`config.mk`:
```
export PLATFORM = sky130hd
export DESIGN_NAME = lcd_fr_timing
export DESIGN_NICKNAME = d
export VERILOG_FILES = /design/src/rtl/lcd_fr_pkg.sv /design/src/rtl/lcd_fr_ctrl.sv /design/src/rtl/lcd_fr_dpath.sv /design/src/rtl/lcd_fr_timing.sv
export SDC_FILE = /design/constraint.sdc
export NUM_CORES = 1
export LEC_CHECK = 0
export BUFFER_PORTS_ARGS = -buffer_cell sky130_fd_sc_hd__buf_2
export CELL_PAD_IN_SITES_DETAIL_PLACEMENT = 0
export CELL_PAD_IN_SITES_GLOBAL_PLACEMENT = 1
export CORE_AREA = 2 2 78 72
export DETAILED_ROUTE_END_ITERATION = 8
export DIE_AREA = 0 0 80 74
export PLACE_DENSITY = 0.86
export SLEW_MARGIN = 10
export SYNTH_ARGS = -nofsm -noshare
export SYNTH_HDL_FRONTEND = slang
export SYNTH_SLANG_ARGS = --single-unit
export TNS_END_PERCENT = 1
```
`constraint.sdc`:
```
create_clock -name clk -period 4.2 [get_ports clk]
set_input_delay 0.84 -clock clk [delete_from_list [all_inputs] [get_ports clk]]
set_output_delay 0.84 -clock clk [all_outputs]
set_load 0.01 [all_outputs]
```
`src/rtl/lcd_fr_pkg.sv`:
```
package lcd_fr_pkg;
  typedef struct packed {
    logic lineStep;   // advance one display line this cycle
    logic slaveMode;  // use master-supplied FR/sync
  } lcdCtl_t;
endpackage

```
`src/rtl/lcd_fr_ctrl.sv`:
```
module lcd_fr_ctrl
  import lcd_fr_pkg::*;
#(
  parameter int DIV = 4
) (
  input  logic    clk,
  input  logic    rstN,
  input  logic    masterMode,
  input  logic    clkSel,
  input  logic    oscOnCmd,
  input  logic    clIn,
  output lcdCtl_t ctl,
  output logic    clOut,
  output logic    clOe,
  output logic    frOe,
  output logic    syncOe,
  output logic    f1Oe,
  output logic    f2Oe,
  output logic    dofOe
);
  localparam int DIV_W = (DIV > 2) ? $clog2(DIV) : 1;
  localparam logic [DIV_W-1:0] DIV_LAST = DIV_W'(DIV - 1);
  localparam logic [DIV_W-1:0] DIV_HALF = DIV_W'(DIV / 2);

  logic internalSrc;
  logic oscRun;
  logic [DIV_W-1:0] divCnt;
  logic [1:0] clSync;
  logic clPrev;
  logic intStep, extStep;

  assign internalSrc = masterMode & clkSel;

  // oscillator enable: set by command, dropped when the source is deselected
  always_ff @(posedge clk or negedge rstN) begin
    if (!rstN)             oscRun <= 1'b0;
    else if (!internalSrc) oscRun <= 1'b0;
    else if (oscOnCmd)     oscRun <= 1'b1;
  end

  always_ff @(posedge clk or negedge rstN) begin
    if (!rstN)               divCnt <= '0;
    else if (!oscRun)        divCnt <= '0;
    else if (divCnt == DIV_LAST) divCnt <= '0;
    else                     divCnt <= divCnt + 1'b1;
  end

  // external line clock: two-flop synchroniser plus rising-edge detect
  always_ff @(posedge clk or negedge rstN) begin
    if (!rstN) begin
      clSync <= '0;
      clPrev <= 1'b0;
    end else begin
      clSync <= {clSync[0], clIn};
      clPrev <= clSync[1];
    end
  end

  assign intStep = oscRun && (divCnt == DIV_LAST);
  assign extStep = clSync[1] & ~clPrev;

  always_comb begin
    ctl.lineStep  = internalSrc ? intStep : extStep;
    ctl.slaveMode = ~masterMode;
  end

  assign clOut  = oscRun && (divCnt < DIV_HALF);

  // pin direction table
  assign clOe   = internalSrc;
  assign frOe   = masterMode;
  assign syncOe = masterMode;
  assign f1Oe   = masterMode;
  assign f2Oe   = masterMode;
  assign dofOe  = masterMode;
endmodule

```
`src/rtl/lcd_fr_dpath.sv`:
```
module lcd_fr_dpath
  import lcd_fr_pkg::*;
#(
  parameter int LINE_W   = 8,
  parameter int INV_W    = 4,
  parameter int DUTY_DEF = 7
) (
  input  logic              clk,
  input  logic              rstN,
  input  lcdCtl_t           ctl,
  input  logic              dutyWe,
  input  logic [LINE_W-1:0] dutyData,
  input  logic              invWe,
  input  logic              invEn,
  input  logic [INV_W-1:0]  invVal,
  input  logic              displayOn,
  input  logic              frIn,
  input  logic              syncIn,
  output logic              frOut,
  output logic              syncOut,
  output logic              f1Out,
  output logic              f2Out,
  output logic              dofOut,
  output logic              frActive,
  output logic              syncActive
);
  localparam int NL_W = INV_W + 2;

  logic [LINE_W-1:0] lineCnt, dutyCur, dutyPend;
  logic              dutyPendV;
  logic              invCurEn, invPendEn, invPendV;
  logic [INV_W-1:0]  invCurVal, invPendVal;
  logic [NL_W-1:0]   nlCnt;
  logic              fr, f2, dof;
  logic [1:0]        frSync, syncSyncR;
  logic              frameEnd, nlLast;

  assign frameEnd = ctl.lineStep && (lineCnt == dutyCur);
  assign nlLast   = (nlCnt == {invCurVal, 2'b11});

  always_ff @(posedge clk or negedge rstN) begin
    if (!rstN) begin
      lineCnt <= '0;
      dutyCur <= LINE_W'(DUTY_DEF);
      dutyPend <= '0;
      dutyPendV <= 1'b0;
      invCurEn <= 1'b0;
      invCurVal <= '0;
      invPendEn <= 1'b0;
      invPendVal <= '0;
      invPendV <= 1'b0;
      nlCnt <= '0;
      fr <= 1'b0;
      f2 <= 1'b0;
    end else begin
      if (ctl.lineStep) begin
        lineCnt <= frameEnd ? '0 : lineCnt + 1'b1;
        if (invCurEn) begin
          nlCnt <= nlLast ? '0 : nlCnt + 1'b1;
          if (nlLast) fr <= ~fr;
        end else if (frameEnd) begin
          fr <= ~fr;
        end
      end
      if (frameEnd) begin
        f2 <= ~f2;
        if (dutyPendV) begin
          dutyCur   <= dutyPend;
          dutyPendV <= 1'b0;
        end
        if (invPendV) begin
          invCurEn  <= invPendEn;
          invCurVal <= invPendVal;
          invPendV  <= 1'b0;
          nlCnt     <= '0;
        end
      end
      // a write in the same cycle as a boundary stays pending
      if (dutyWe) begin
        dutyPend  <= dutyData;
        dutyPendV <= 1'b1;
      end
      if (invWe) begin
        invPendEn  <= invEn;
        invPendVal <= invVal;
        invPendV   <= 1'b1;
      end
    end
  end

  always_ff @(posedge clk or negedge rstN) begin
    if (!rstN) begin
      dof       <= 1'b0;
      frSync    <= '0;
      syncSyncR <= '0;
    end else begin
      dof       <= displayOn;
      frSync    <= {frSync[0], frIn};
      syncSyncR <= {syncSyncR[0], syncIn};
    end
  end

  assign frOut      = fr;
  assign syncOut    = (lineCnt == '0);
  assign f1Out      = lineCnt[0];
  assign f2Out      = f2;
  assign dofOut     = dof;
  assign frActive   = ctl.slaveMode ? frSync[1] : fr;
  assign syncActive = ctl.slaveMode ? syncSyncR[1] : syncOut;
endmodule

```
`src/rtl/lcd_fr_timing.sv`:
```
module lcd_fr_timing
  import lcd_fr_pkg::*;
#(
  parameter int DIV      = 4,
  parameter int LINE_W   = 8,
  parameter int INV_W    = 4,
  parameter int DUTY_DEF = 7
) (
  input  logic              clk,
  input  logic              rstN,
  input  logic              masterMode,
  input  logic              clkSel,
  input  logic              oscOnCmd,
  input  logic              clIn,
  input  logic              frIn,
  input  logic              syncIn,
  input  logic              displayOn,
  input  logic              dutyWe,
  input  logic [LINE_W-1:0] dutyData,
  input  logic              invWe,
  input  logic              invEn,
  input  logic [INV_W-1:0]  invVal,
  output logic              clOut,
  output logic              clOe,
  output logic              frOut,
  output logic              frOe,
  output logic              syncOut,
  output logic              syncOe,
  output logic              f1Out,
  output logic              f1Oe,
  output logic              f2Out,
  output logic              f2Oe,
  output logic              dofOut,
  output logic              dofOe,
  output logic              frActive,
  output logic              syncActive
);
  lcdCtl_t ctlS;

  lcd_fr_ctrl #(.DIV(DIV)) u_ctrl (
    .clk(clk), .rstN(rstN), .masterMode(masterMode), .clkSel(clkSel),
    .oscOnCmd(oscOnCmd), .clIn(clIn), .ctl(ctlS), .clOut(clOut),
    .clOe(clOe), .frOe(frOe), .syncOe(syncOe), .f1Oe(f1Oe),
    .f2Oe(f2Oe), .dofOe(dofOe)
  );

  lcd_fr_dpath #(.LINE_W(LINE_W), .INV_W(INV_W), .DUTY_DEF(DUTY_DEF)) u_dpath (
    .clk(clk), .rstN(rstN), .ctl(ctlS), .dutyWe(dutyWe), .dutyData(dutyData),
    .invWe(invWe), .invEn(invEn), .invVal(invVal), .displayOn(displayOn),
    .frIn(frIn), .syncIn(syncIn), .frOut(frOut), .syncOut(syncOut),
    .f1Out(f1Out), .f2Out(f2Out), .dofOut(dofOut), .frActive(frActive),
    .syncActive(syncActive)
  );
endmodule

```
==> flow_summary.yaml <==
clock_network:
  root_buffer: "clkbuf_8"
  post_cts.repair.setup_buffers: 0
  cts_buffers: 5
  post_cts_resized: 0
  htree_levels: 2
  clkTransAtPathRegs_ns: 0.08
  clk-insertion-delay-late_ns: 0.31
  numClockSinks: 55
  ctsHoldBuffers: 0
  clock_path_buffers: 2
  cts_tree: "yes"
synth:
  seq_area_frac_synth: 0.567
  yosys_register_bits: 55
  netlist.area_leader.share: 0.534
  syn_area_um2: 2430
  synthMostInstantiatedCell: "dfrtp_1"
  syn_area_per_cell_um2: 13.2
  synth_warnings: 0
  yosys-mux-area-fraction: 0.146
  synth_top_family_by_area: "multiplexers"
  synth_flop_cell: "dfrtp_1"
  synth_simple_gate_area_frac: 0.117
  synthTopCellsByArea: "dfrtp_1 53%, mux2_2 9.2%, xor2_1 8.3%"
  synth_edf_count: 0
  ys_types: 36
  synth_compound_area_frac: 0.0267
  synthCells: 184
  synth_fp_nets: 212
  synth_common_cells: "52 x dfrtp_1, 23 x xor2_1, 20 x mux2_2"
  async_flop_share: 1.00
  synthAdderAreaFrac: 0.0206
  synth_top_area_cell: "dfrtp_1"
  synth_xor_area_frac: 0.0863
cells_and_area:
  syn2layout_area_growth_pct: 12.1
  final-seq-area_um2: 1380
  fillers: 459
  layout-drive-gt1-share: 0.379
  antenna_cells: 0
  nNetsFinal: 246
  multiInputGateArea_um2: 965
timing:
  finalSetupTns_ns: 0
  fin_skew_ns: 0.0116
  drv_slew: 0
  setup_ws_ns: 1.17
  tightest_slew_ns: 1.01
  period_minus_slack_ns: 3.03
  hold_viol: 0
  rsz0062_at_grt: "false"
  setup_violations: 0
  max_slew_margin: 0.326
  fin_crit_sh: 0.722
  fmax_mhz: 330
job:
  timing.max_cap.violations: 0
drt:
  drt-total-wl_mm: 3.81
  first_pass_iters: 4
  drt_iter0_markers: 71
  routedWlPerCell_um: 13.3
  viasPerCell: 4.96
  drc: 0
  vias: 1419
  ant_nets: 0
die:
  die_h_um: 74
  row_count: 25
  die_x_um: 80
  die_area_um2: 5920
  ios: 38
  core_area_um2: 5130
  start_util: 0.475
worst_hold_path:
  hp-class: "reg -> reg"
  whs_path_depth: 0
power_and_ir_drop:
  p_leak_uw: 0.00138
  powerDensity_nw_per_um2: 521
  power.total_uw: 1420
  ir_worst_vdd_mv: 0.260
grt:
  grt_max_degree: 49
  grt_pass1_wl_mm: 6.36
  antenna_found_initial: 0
  grt_pass1_vias: 1365
  overflow: 0
  track_usage: 0.145
placement:
  hpwl_mm: 2.74
  place.gp.congestion: 0.781
  dpl_worst_slack_ns: 1.20
  io_buffers: 37
worst_setup_path:
  r2r_cells: 5
  start_kind: "flip-flop"
  path_class: "reg -> out"
  required_ns: 3.36
  end_kind: "output port"
  cp_max_fo: 7
  arrival_ns: 2.19
outcome:
  outcome: "completed"
## worst paths after layout
| kind | from | end | slack, ns |
|---|---|---|---|
| max | u_dpath.lineCnt[0]$_DFFE_PN0N_ | syncActive | 1.17 |
| min | u_dpath.syncSyncR[0]$_DFF_PN0_ | u_dpath.syncSyncR[1]$_DFF_PN0_ | 0.36 |
| max reg2reg | u_ctrl.clPrev$_DFF_PN0_ | u_dpath.dutyCur[3]$_DFFE_PN0P_ | 1.94 |
| min reg2reg | u_dpath.syncSyncR[0]$_DFF_PN0_ | u_dpath.syncSyncR[1]$_DFF_PN0_ | 0.36 |
| max in group asynchronous | rstN | u_dpath.invCurVal[1]$_DFFE_PN0P_ | 2.82 |
| min in group asynchronous | rstN | u_dpath.dutyPend[0]$_DFFE_PN0P_ | 0.69 |
## critical path: stages, from the launching register on
cell and delay [ns]:
dfrtp_1 0.48, inv_1 0.13, ha_1 0.14, or4b_2 0.59, nor4_2 0.21, mux2_2 0.20
buf_2 0.12
## where the power goes
part / switching [uW] / total (uW) / internal (uW)
combinational: 146 / 351 / 204
sequential: 124 / 784 / 660
clock: 167 / 287 / 120
total: 438 / 1420 / 984
## state kept, by name, indices dropped and copies added (netlist names), 2 cells and up
name,cells
u_dpath.frSync,2
u_dpath.dutyPend,8
u_dpath.syncSyncR,2
u_dpath.dutyCur,8
u_ctrl.divCnt,2
u_dpath.invPendVal,4
u_ctrl.clSync,2
u_dpath.lineCnt,8
u_dpath.invCurVal,4
u_dpath.nlCnt,6
## routing by layer
| metal | vias up | global-route usage | part of all wire |
|---|---|---|---|
| met5 | - | 0 | 0 |
| met3 | 2 | 0.0534 | 0.054 |
| met2 | 34 | 0.217 | 0.44 |
| li1 | 696 | - | - |
| met4 | 0 | 0.0621 | 0.011 |
| met1 | 687 | 0.193 | 0.50 |
## cells by family (layout without fill, tap and decap cells)
kind of cell | after synthesis | after routing
xor+xnor | 24 | 24
simple gates | 46 | 46
mux | 29 | 29
flops | 55 | 55
buf+inv | 16 | 51
fa+ha+maj | 4 | 4
compound gates | 10 | 10
## placed cells by master, fill, tap and decap left out, types with 2 or more instances in the layout
master,instances
dfrtp_1,52
buf_2,37
xor2_1,23
mux2_2,20
nor2_1,10
nand4_1,8
mux2_4,8
nand2_1,6
inv_1,5
clkbuf_8,5
and2_1,4
ha_1,4
nand3_1,3
nor4_2,3
and3_1,3
dfstp_2,3
o21ai_0,2
a21oi_1,2
o21bai_1,2
clkinv_4,2
## through the flow
step           area, um^2  instances  hold WS, ns   util
2_1_floorplan        2430        184        0.331      -
3_3_place_gp         2640        278        0.334  0.515
3_5_place_dp         2640        278        0.336  0.515
4_1_cts              2730        286        0.360  0.532
5_1_grt              2730        286        0.362  0.532
6_report             2730        286        0.356  0.532
## final cells by class
type,instances,area share
clock buffers,6,0.0266
clock inverters,2,0.00642
inverters,5,0.00687
multi-input cells,113,0.353
flip-flops and latches,55,0.505
well taps,67,0.0307
repair buffers,38,0.0706
Note: power is estimated with default switching activity, not from simulation.
